**config.mk**
```make
export PLATFORM = sky130hd
export DESIGN_NAME = wp_region_guard
export DESIGN_NICKNAME = d
export VERILOG_FILES = /design/src/rtl/wp_pkg.sv /design/src/rtl/wp_key_seq.sv /design/src/rtl/wp_mask_bank.sv /design/src/rtl/wp_span_check.sv /design/src/rtl/wp_region_guard.sv
export SDC_FILE = /design/constraint.sdc
export NUM_CORES = 1
export LEC_CHECK = 0
export CAP_MARGIN = 20
export CORE_ASPECT_RATIO = 0.8
export CORE_MARGIN = 2
export CORE_UTILIZATION = 45
export DETAILED_ROUTE_END_ITERATION = 12
export DONT_BUFFER_PORTS = 1
export GPL_TIMING_DRIVEN = 0
export PLACE_DENSITY = 0.63
export SLEW_MARGIN = 25
export SYNTH_ARGS = -nofsm -noshare
export SYNTH_HDL_FRONTEND = slang
export SYNTH_HIERARCHICAL = 1
export SYNTH_SLANG_ARGS = --single-unit
```
**constraint.sdc**
```tcl
create_clock -name clk -period 2.39 [get_ports clk]
set_input_delay 0.478 -clock clk [delete_from_list [all_inputs] [get_ports clk]]
set_output_delay 0.478 -clock clk [all_outputs]
set_load 0.05 [all_outputs]
```
**src/rtl/wp_pkg.sv**
```systemverilog
package wp_pkg;

   typedef enum logic [2:0] {
      OP_PROG   = 3'd0,
      OP_PAGE   = 3'd1,
      OP_SECT_S = 3'd2,
      OP_SECT_L = 3'd3,
      OP_ALL    = 3'd4
   } wp_op_e;

   typedef enum logic [1:0] {
      KS_IDLE  = 2'd0,
      KS_ARMED = 2'd1,
      KS_OPEN  = 2'd2
   } key_state_e;

   localparam logic [7:0] KEY_ARM  = 8'h66;
   localparam logic [7:0] KEY_OPEN = 8'h99;
   localparam logic [7:0] KEY_EXIT = 8'h00;

endpackage

```
**src/rtl/wp_key_seq.sv**
```systemverilog
module wp_key_seq
   import wp_pkg::*;
(
   input  logic       clk,
   input  logic       rst_n,
   input  logic       mode_we,
   input  logic [7:0] mode_wdata,
   output logic       prot_active
);

   key_state_e state_q, state_d;

   always_comb begin
      state_d = state_q;
      if (mode_we) begin
         if (mode_wdata == KEY_OPEN && state_q == KS_ARMED)
            state_d = KS_OPEN;
         else if (mode_wdata == KEY_ARM)
            state_d = KS_ARMED;
         else
            state_d = KS_IDLE;
      end
   end

   always_ff @(posedge clk or negedge rst_n) begin
      if (!rst_n) state_q <= KS_IDLE;
      else        state_q <= state_d;
   end

   assign prot_active = (state_q == KS_OPEN);

endmodule

```
**src/rtl/wp_mask_bank.sv**
```systemverilog
module wp_mask_bank #(
   parameter int MASK_W = 32
) (
   input  logic              clk,
   input  logic              rst_n,
   input  logic              prot_active,
   input  logic              mask_we,
   input  logic [MASK_W-1:0] mask_wdata,
   output logic [MASK_W-1:0] mask_q
);

   always_ff @(posedge clk or negedge rst_n) begin
      if (!rst_n)                      mask_q <= '0;
      else if (mask_we && prot_active) mask_q <= mask_wdata;
   end

endmodule

```
**src/rtl/wp_span_check.sv**
```systemverilog
module wp_span_check
   import wp_pkg::*;
#(
   parameter int          ADDR_W        = 32,
   parameter logic [31:0] BASE_ADDR     = 32'h0E00_0000,
   parameter int          REGION_BYTES  = 1024,
   parameter int          NUM_REGIONS   = 32,
   parameter int          GROUP_REGIONS = 4
) (
   input  logic [NUM_REGIONS-1:0] mask,
   input  logic [2:0]             op,
   input  logic [ADDR_W-1:0]      addr,
   output logic                   allow
);

   localparam int REGION_LSB  = $clog2(REGION_BYTES);
   localparam int IDX_W       = (NUM_REGIONS > 1) ? $clog2(NUM_REGIONS) : 1;
   localparam int GROUP_LSB   = $clog2(GROUP_REGIONS);
   localparam longint ARRAY_BYTES = longint'(REGION_BYTES) * NUM_REGIONS;
   localparam logic [ADDR_W-1:0] BASE_A  = ADDR_W'(BASE_ADDR);
   localparam logic [ADDR_W-1:0] LIMIT_A = ADDR_W'(ARRAY_BYTES);

   logic [ADDR_W-1:0]      offset;
   logic                   in_range;
   logic [IDX_W-1:0]       idx;
   logic [NUM_REGIONS-1:0] one_sel, grp_sel, touched;
   logic                   op_known, needs_addr;

   assign offset   = addr - BASE_A;
   assign in_range = (addr >= BASE_A) && (offset < LIMIT_A);
   assign idx      = IDX_W'(offset >> REGION_LSB);

   for (genvar i = 0; i < NUM_REGIONS; i++) begin : g_region
      localparam logic [IDX_W-1:0] ID = IDX_W'(i);
      assign one_sel[i] = (idx == ID);
      assign grp_sel[i] = ((idx >> GROUP_LSB) == (ID >> GROUP_LSB));
   end

   always_comb begin
      touched    = '0;
      op_known   = 1'b1;
      needs_addr = 1'b1;
      case (wp_op_e'(op))
         OP_PROG, OP_PAGE, OP_SECT_S: touched = one_sel;
         OP_SECT_L:                   touched = grp_sel;
         OP_ALL: begin
            touched    = '1;
            needs_addr = 1'b0;
         end
         default:                     op_known = 1'b0;
      endcase
   end

   assign allow = op_known && (in_range || !needs_addr) && ((touched & mask) == '0);

endmodule

```
**src/rtl/wp_region_guard.sv**
```systemverilog
module wp_region_guard #(
   parameter int          ADDR_W        = 32,
   parameter logic [31:0] BASE_ADDR     = 32'h0E00_0000,
   parameter int          REGION_BYTES  = 1024,
   parameter int          NUM_REGIONS   = 32,
   parameter int          GROUP_REGIONS = 4
) (
   input  logic                   clk,
   input  logic                   rst_n,
   input  logic                   mode_we,
   input  logic [7:0]             mode_wdata,
   input  logic                   mask_we,
   input  logic [NUM_REGIONS-1:0] mask_wdata,
   input  logic                   req_valid,
   input  logic [2:0]             req_op,
   input  logic [ADDR_W-1:0]      req_addr,
   output logic                   rsp_valid,
   output logic                   rsp_allow,
   output logic                   rsp_deny
);

   if ((REGION_BYTES & (REGION_BYTES - 1)) != 0 || REGION_BYTES < 2) begin : g_bad_region
      $error("REGION_BYTES must be a power of two");
   end
   if ((NUM_REGIONS & (NUM_REGIONS - 1)) != 0 || NUM_REGIONS > 1024) begin : g_bad_count
      $error("NUM_REGIONS must be a power of two no larger than 1024");
   end
   if ((GROUP_REGIONS & (GROUP_REGIONS - 1)) != 0 || GROUP_REGIONS > NUM_REGIONS) begin : g_bad_group
      $error("GROUP_REGIONS must be a power of two within NUM_REGIONS");
   end

   logic                   prot_active;
   logic [NUM_REGIONS-1:0] mask_q;
   logic                   allow_c;
   logic                   valid_q, allow_q;

   wp_key_seq u_key (
      .clk        (clk),
      .rst_n      (rst_n),
      .mode_we    (mode_we),
      .mode_wdata (mode_wdata),
      .prot_active(prot_active)
   );

   wp_mask_bank #(.MASK_W(NUM_REGIONS)) u_mask (
      .clk        (clk),
      .rst_n      (rst_n),
      .prot_active(prot_active),
      .mask_we    (mask_we),
      .mask_wdata (mask_wdata),
      .mask_q     (mask_q)
   );

   wp_span_check #(
      .ADDR_W       (ADDR_W),
      .BASE_ADDR    (BASE_ADDR),
      .REGION_BYTES (REGION_BYTES),
      .NUM_REGIONS  (NUM_REGIONS),
      .GROUP_REGIONS(GROUP_REGIONS)
   ) u_span (
      .mask (mask_q),
      .op   (req_op),
      .addr (req_addr),
      .allow(allow_c)
   );

   always_ff @(posedge clk or negedge rst_n) begin
      if (!rst_n) begin
         valid_q <= 1'b0;
         allow_q <= 1'b0;
      end else begin
         valid_q <= req_valid;
         allow_q <= req_valid && allow_c;
      end
   end

   assign rsp_valid = valid_q;
   assign rsp_allow = valid_q && allow_q;
   assign rsp_deny  = valid_q && !allow_q;

endmodule

```
After elaboration in Yosys (flattened, before gate mapping):

Cells that the tools add are included.

* flip-flop bits (word level): 36
* bits of input ports: 80
* output and inout bits: 3

* $add $sub $neg: 1
* order comparisons: 2
* eq/ne operators: 46
* multiplexer cells: 4
* bitwise gates (word level): 1
* reduce and logical (&&, ||, !) cells: 16

Operators by type and width (count)
* $pmux 32 s3: 1
* $eq 5x5->1 const B: 16
* $eq 5x4->1 const B: 8
* $and 32x32->32: 1
* $ge 32x28->1 const B: 1
* $logic_not 32->1: 1
* $lt 32x16->1 const B: 1
* $sub 32x28->32 const B: 1
* $eq 5x3->1 const B: 4
* $eq 3x3->1 const B: 5
* $eq 3x2->1 const B: 4
* $eq 5x2->1 const B: 2
* $logic_not 5->1: 2
* $eq 8x7->1 const B: 1
* $eq 8x8->1 const B: 1
* $logic_and 1x1->1: 8
* $eq 3x1->1 const B: 2
* $eq 5x1->1 const B: 1
* $reduce_or 5->1: 1
* $logic_not 3->1: 1
* $reduce_or 3->1: 1
* $eq 2x1->1 const B: 1
* $eq 2x2->1 const B: 1
* $mux 1: 2
* other kinds (3): 3

Depth between registers and ports, before layout:

* depth in word-level cells: 7
* mapped depth: 8

Cells and area by module:

The synthesis kept the hierarchy.

Modules (own cells, without submodules)
* wp_mask_bank: instances 1, cells an instance 68, area each 1345.0 um^2, seq. area each 800.8 um^2
* wp_span_check: instances 1, cells an instance 115, area each 740.7 um^2, seq. area each 0.0 um^2
* wp_key_seq: instances 1, cells an instance 13, area each 133.9 um^2, seq. area each 50.0 um^2
* wp_region_guard: instances 1, cells an instance 5, area each 72.6 um^2, seq. area each 50.0 um^2

Least setup slack after synthesis:

No wires, ideal clock.

* path kind: input to register
* start point: in req_addr[12]
* end point: reg allow_q
* setup time: 0.119 ns
* data arrival time: 1.782 ns
* required time: 2.271 ns
* path slack: 0.489 ns
* stages: 8
* cells stage by stage: buf_2 -> or4b_1 -> a21oi_1 -> o21ai_0 -> nand4_1 -> nor4_1 -> and4_1 -> and2_1

* longest elaborated chain between the ends: 7
* elaborated cells on any way between the ends: 51

RTL lines
* start, declared: line wp_region_guard.sv:16 `input logic [ADDR_W-1:0] req_addr,`
* $sub 32x28->32: line wp_span_check.sv:29 `assign offset = addr - BASE_A;`
* $lt 32x16->1 (tied with other cells): line wp_span_check.sv:30 `assign in_range = (addr >= BASE_A) && (offset < LIMIT_A);`
* $logic_and 1x1->1 / $pmux 32 s3 (equally long branches): line wp_span_check.sv:30, wp_span_check.sv:43
* $logic_or 1x1->1 / $and 32x32->32 (equally long branches): line wp_span_check.sv:54 `assign allow = op_known && (in_range || !needs_addr) && ((touched & mask) == '0);`
* $logic_and 1x1->1 / $logic_not 32->1 (equally long branches): line wp_span_check.sv:54
* $logic_and 1x1->1 (*): line wp_span_check.sv:54
* named net allow_c: line wp_region_guard.sv:34 `logic allow_c;`
* $logic_and 1x1->1 (*): line wp_region_guard.sv:73 `allow_q <= req_valid && allow_c;`
* end signal, assigned: line wp_region_guard.sv:73
* end, declared: line wp_region_guard.sv:35 `logic valid_q, allow_q;`

Mark *: on every way through the listed nets, which the timed path passes. The rest lies on a longest branch.
A chain may end at the register's enable or synchronous reset.

Worst setup path after layout:

* start point: reg u_mask.mask_q[12]
* end point: reg allow_q

* longest elaborated chain between the ends: 4

RTL lines
* start, declared: line wp_mask_bank.sv:9 `output logic [MASK_W-1:0] mask_q`
* start signal, assigned: line wp_mask_bank.sv:14 `else if (mask_we && prot_active) mask_q <= mask_wdata;`
* $and 32x32->32: line wp_span_check.sv:54
* $logic_not 32->1: line wp_span_check.sv:54
* $logic_and 1x1->1: line wp_span_check.sv:54
* named net allow_c: line wp_region_guard.sv:34
* $logic_and 1x1->1: line wp_region_guard.sv:73

The timed path passes the listed nets, and every way through them passes these cells.

==> key figures <==
Finish
  – N_diodes: 0
  – Final core occ: 50.53%
  – Area Growth Syn to Fin: 9.116%
  – Nets: 290
  – Final Cell Area: 2501 um^2
  – Share of cells above drive strength 1: 28.57%

GRT
  – First-pass GRT wire length: 8286 um
  – Initial antenna violation count: 0
  – Grt total ovfl: 0
  – Global Route Usage Sum: 19.16%
  – Pin count of the biggest net entering global routing: 37
  – Vias in the first global route: 1562

Worst setup path
  – CP Class: flip-flop to flip-flop
  – Largest stage delay on the critical path: 0.56 ns
  – Crit start category: flip-flop
  – CP Cell Sequence: or4_4 -> o2111ai_2 -> nand4_1 -> nor4_1 -> and4_1 -> and2_1
  – Crit-path max FO: 3
  – R2R cell count: 6
  – WP buf/inv: 0
  – Slowest cell on the critical path: or4_4
  – Worst setup EP type: flip-flop
  – Cell depth of the worst setup path: 6
  – CP Data Required Time: 2.62 ns
  – Crit path DAT: 2.29 ns
  – Worst path top cell family by delay: simple AND/OR/NAND/NOR gates

Power and ir drop
  – Pwr per Cell Area: 566.6 nW/um^2
  – P_leak: 1.150 nW
  – VDD IR max: 0.3176 mV

Drt
  – DR iter-0 viols: 246
  – Met1 wire length: 2442 um
  – WL met2: 2092 um
  – ANT nets after route: 0
  – DRC viols: 0
  – Drt first pass iters: 4
  – Routed wl met3: 581 um
  – Via count: 1651
  – Vias per cell: 6.070
  – Wire per inst: 18.96 um
  – Post-Route WL: 5158 um
  – DR top layer: met4

Hold path
  – HP Class: input pin to async pin

Placed design
  – Gpl congestion: 0.8693
  – Hpwl dp: 3910 um
  – Input/output buffers: 0
  – Placed inst area: 2370 um^2

Floorplan
  – Die area: 5684 um^2
  – Die X: 83.80 um
  – Ports: 83
  – DIE HEIGHT: 67.84 um
  – Std-Cell Rows: 23
  – Core area: 4950 um^2
  – Initial Util: 46.31%

Synth
  – Prevailing post-synth register cell: dfrtp_1
  – Synth unique cells: 48
  – Number of synthesized flops with an enable pin: 0
  – Syn Std Cell Area: 2292 um^2
  – Yosys top cell area share: 39.30%
  – #FFs+latches synth: 36
  – Mean Syn Cell Area: 11.40 um^2
  – Area leader, netlist: dfrtp_1
  – Warnings, synthesis: 6
  – Async set-reset flop share out of synthesis: 100.0%
  – Synth top area cells: dfrtp_1 (39%), mux2_4 (20%), o21ai_0 (3.9%)
  – Syn Nets: 282
  – Sequential fraction of the synthesis area: 39.30%
  – Post-Syn Instances: 201

STA
  – Post-route minimum period: 2.057 ns
  – Final setup fails: 0
  – Final Hold Fails: 0
  – F_max: 486.2 MHz
  – Final period util: 86.06%
  – Setup_tns: 0 ns
  – Worst-Margin Slew: 0.4710 ns
  – Worst Skew: 0.007851 ns
  – Max Slew Vio Count: 0
  – Max_slew headroom: 68.60%
  – RSZ-0062 raised after global routing: false

Clock network
  – Clock tree sinks: 36
  – # hold bufs at CTS: 1
  – CTS tree: built
  – CTS root buf: clkbuf_8
  – Post-CTS Setup Inserts: 0
  – CTS clk-pin slew, worst paths: 0.08 ns
  – CTS Buf Count: 5
  – H-tree depth: 2
  – CTS resizes: 0
  – Worst-Skew Late Latency: 0.29 ns
  – Clock Tree Buf Depth: 2

Run
  – Max-cap violations: 0

Outcome
  – Status: completed
## kinds of logic after synthesis
| family | synth area share, % |
|---|---|
| buffers and inverters | 4.585 |
| AND/OR/NAND/NOR | 19.54 |
| multiplexers | 24.13 |
| adder cells (fa/ha/maj) | 0.5458 |
| AO/OA/AOI/OAI | 11.14 |
| flip-flops | 39.30 |
| XOR/XNOR | 0.7643 |
## through the flow
step           instances  power [mW]  setup WS (ns)  hold slack (ns)
3_5_place_dp         263      0.8767         0.2962           0.1832
4_1_cts              272       1.429         0.3198          0.01901
5_1_grt              272       1.483         0.2324          0.01943
2_1_floorplan        201      0.8397         0.4890           0.1824
3_3_place_gp         263      0.8739         0.2748           0.1832
6_report             272       1.417         0.3333          0.02051
## cells in the final DEF, fill, tap and decap left out, drive strengths merged, types with 2 or more instances in the layout
cell,netlist,final
or4b,4,4
a21oi,8,8
nand4bb,2,2
nor4,8,8
o21ai,18,18
clkbuf,0,5
mux2i,2,2
dfrtp,36,36
inv,4,4
o32ai,2,2
nand2,11,11
nand3,2,2
nor2,13,13
a211oi,2,2
nor3,6,6
mux4,2,2
nor2b,2,2
or4,4,4
and2,3,3
buf,9,10
nand2b,4,4
nand3b,2,2
mux2,33,33
nand4,6,6
## sequential cells by signal, indices dropped and copies added (netlist names)
name           flops
rsp_valid          1
u_key/state_q      2
allow_q            1
u_mask/mask_q     32
## path summary, 6_finish.rpt
| check | from | endpoint | slack, ns |
|---|---|---|---|
| max in group asynchronous | rst_n | u_mask/mask_q[1]$_DFFE_PN0P_ | 2.19 |
| hold reg to reg | u_mask/mask_q[17]$_DFFE_PN0P_ | u_mask/mask_q[17]$_DFFE_PN0P_ | 0.51 |
| setup reg to reg | u_mask/mask_q[12]$_DFFE_PN0P_ | allow_q$_DFF_PN0_ | 0.33 |
| setup / recovery | u_mask/mask_q[12]$_DFFE_PN0P_ | allow_q$_DFF_PN0_ | 0.33 |
| min in group clk | req_valid | rsp_valid$_DFF_PN0_ | 0.22 |
| hold / removal | rst_n | u_mask/mask_q[27]$_DFFE_PN0P_ | 0.02 |
## worst reg2reg max path, cell delays in order, from the launching register on
cell and delay (ns):
dfrtp_1 0.40, or4_4 0.56, o2111ai_2 0.20, nand4_1 0.12, nor4_1 0.37, and4_1 0.24, and2_1 0.11
## synth_stat cells (2+ instances only)
master,n
a211oi_1,2
a21oi_1,8
nand4bb_1,2
buf_12,3
buf_2,6
or4_1,3
nand3b_1,2
nand2_1,10
nor2b_1,2
nand3_1,2
nand4_1,6
mux2i_1,2
and2_1,2
mux2_4,30
nor3_1,6
nand2b_1,4
dfrtp_1,36
nor2_1,13
nor4_1,8
o21ai_0,18
mux2_2,3
inv_1,4
or4b_1,4
## where the power goes
part / total, mW / switching (mW) / internal (mW)
Sequential: 0.691 / 0.0396 / 0.651
Combinational: 0.191 / 0.0839 / 0.107
Clock: 0.535 / 0.227 / 0.309
## cell type report
type                            instances  area [um^2]
Inverter                                4        15.01
Buffer                                  9        90.09
Sequential cell                        36        900.9
Multi-Input combinational cell        152         1286
Tap cell                               62        77.57
Clock buffer                            5        68.82
Clock inverter                          3        42.54
Timing Repair Buffer                    1        20.02
Fill cell                             455         2449
## routing by layer
metal,up-vias,GRT usage [%]
met2,91,26.60
met4,0,5.444
met3,5,6.152
met5,-,0
li1,786,-
met1,769,28.48
Power figures use the tool's default switching activity.
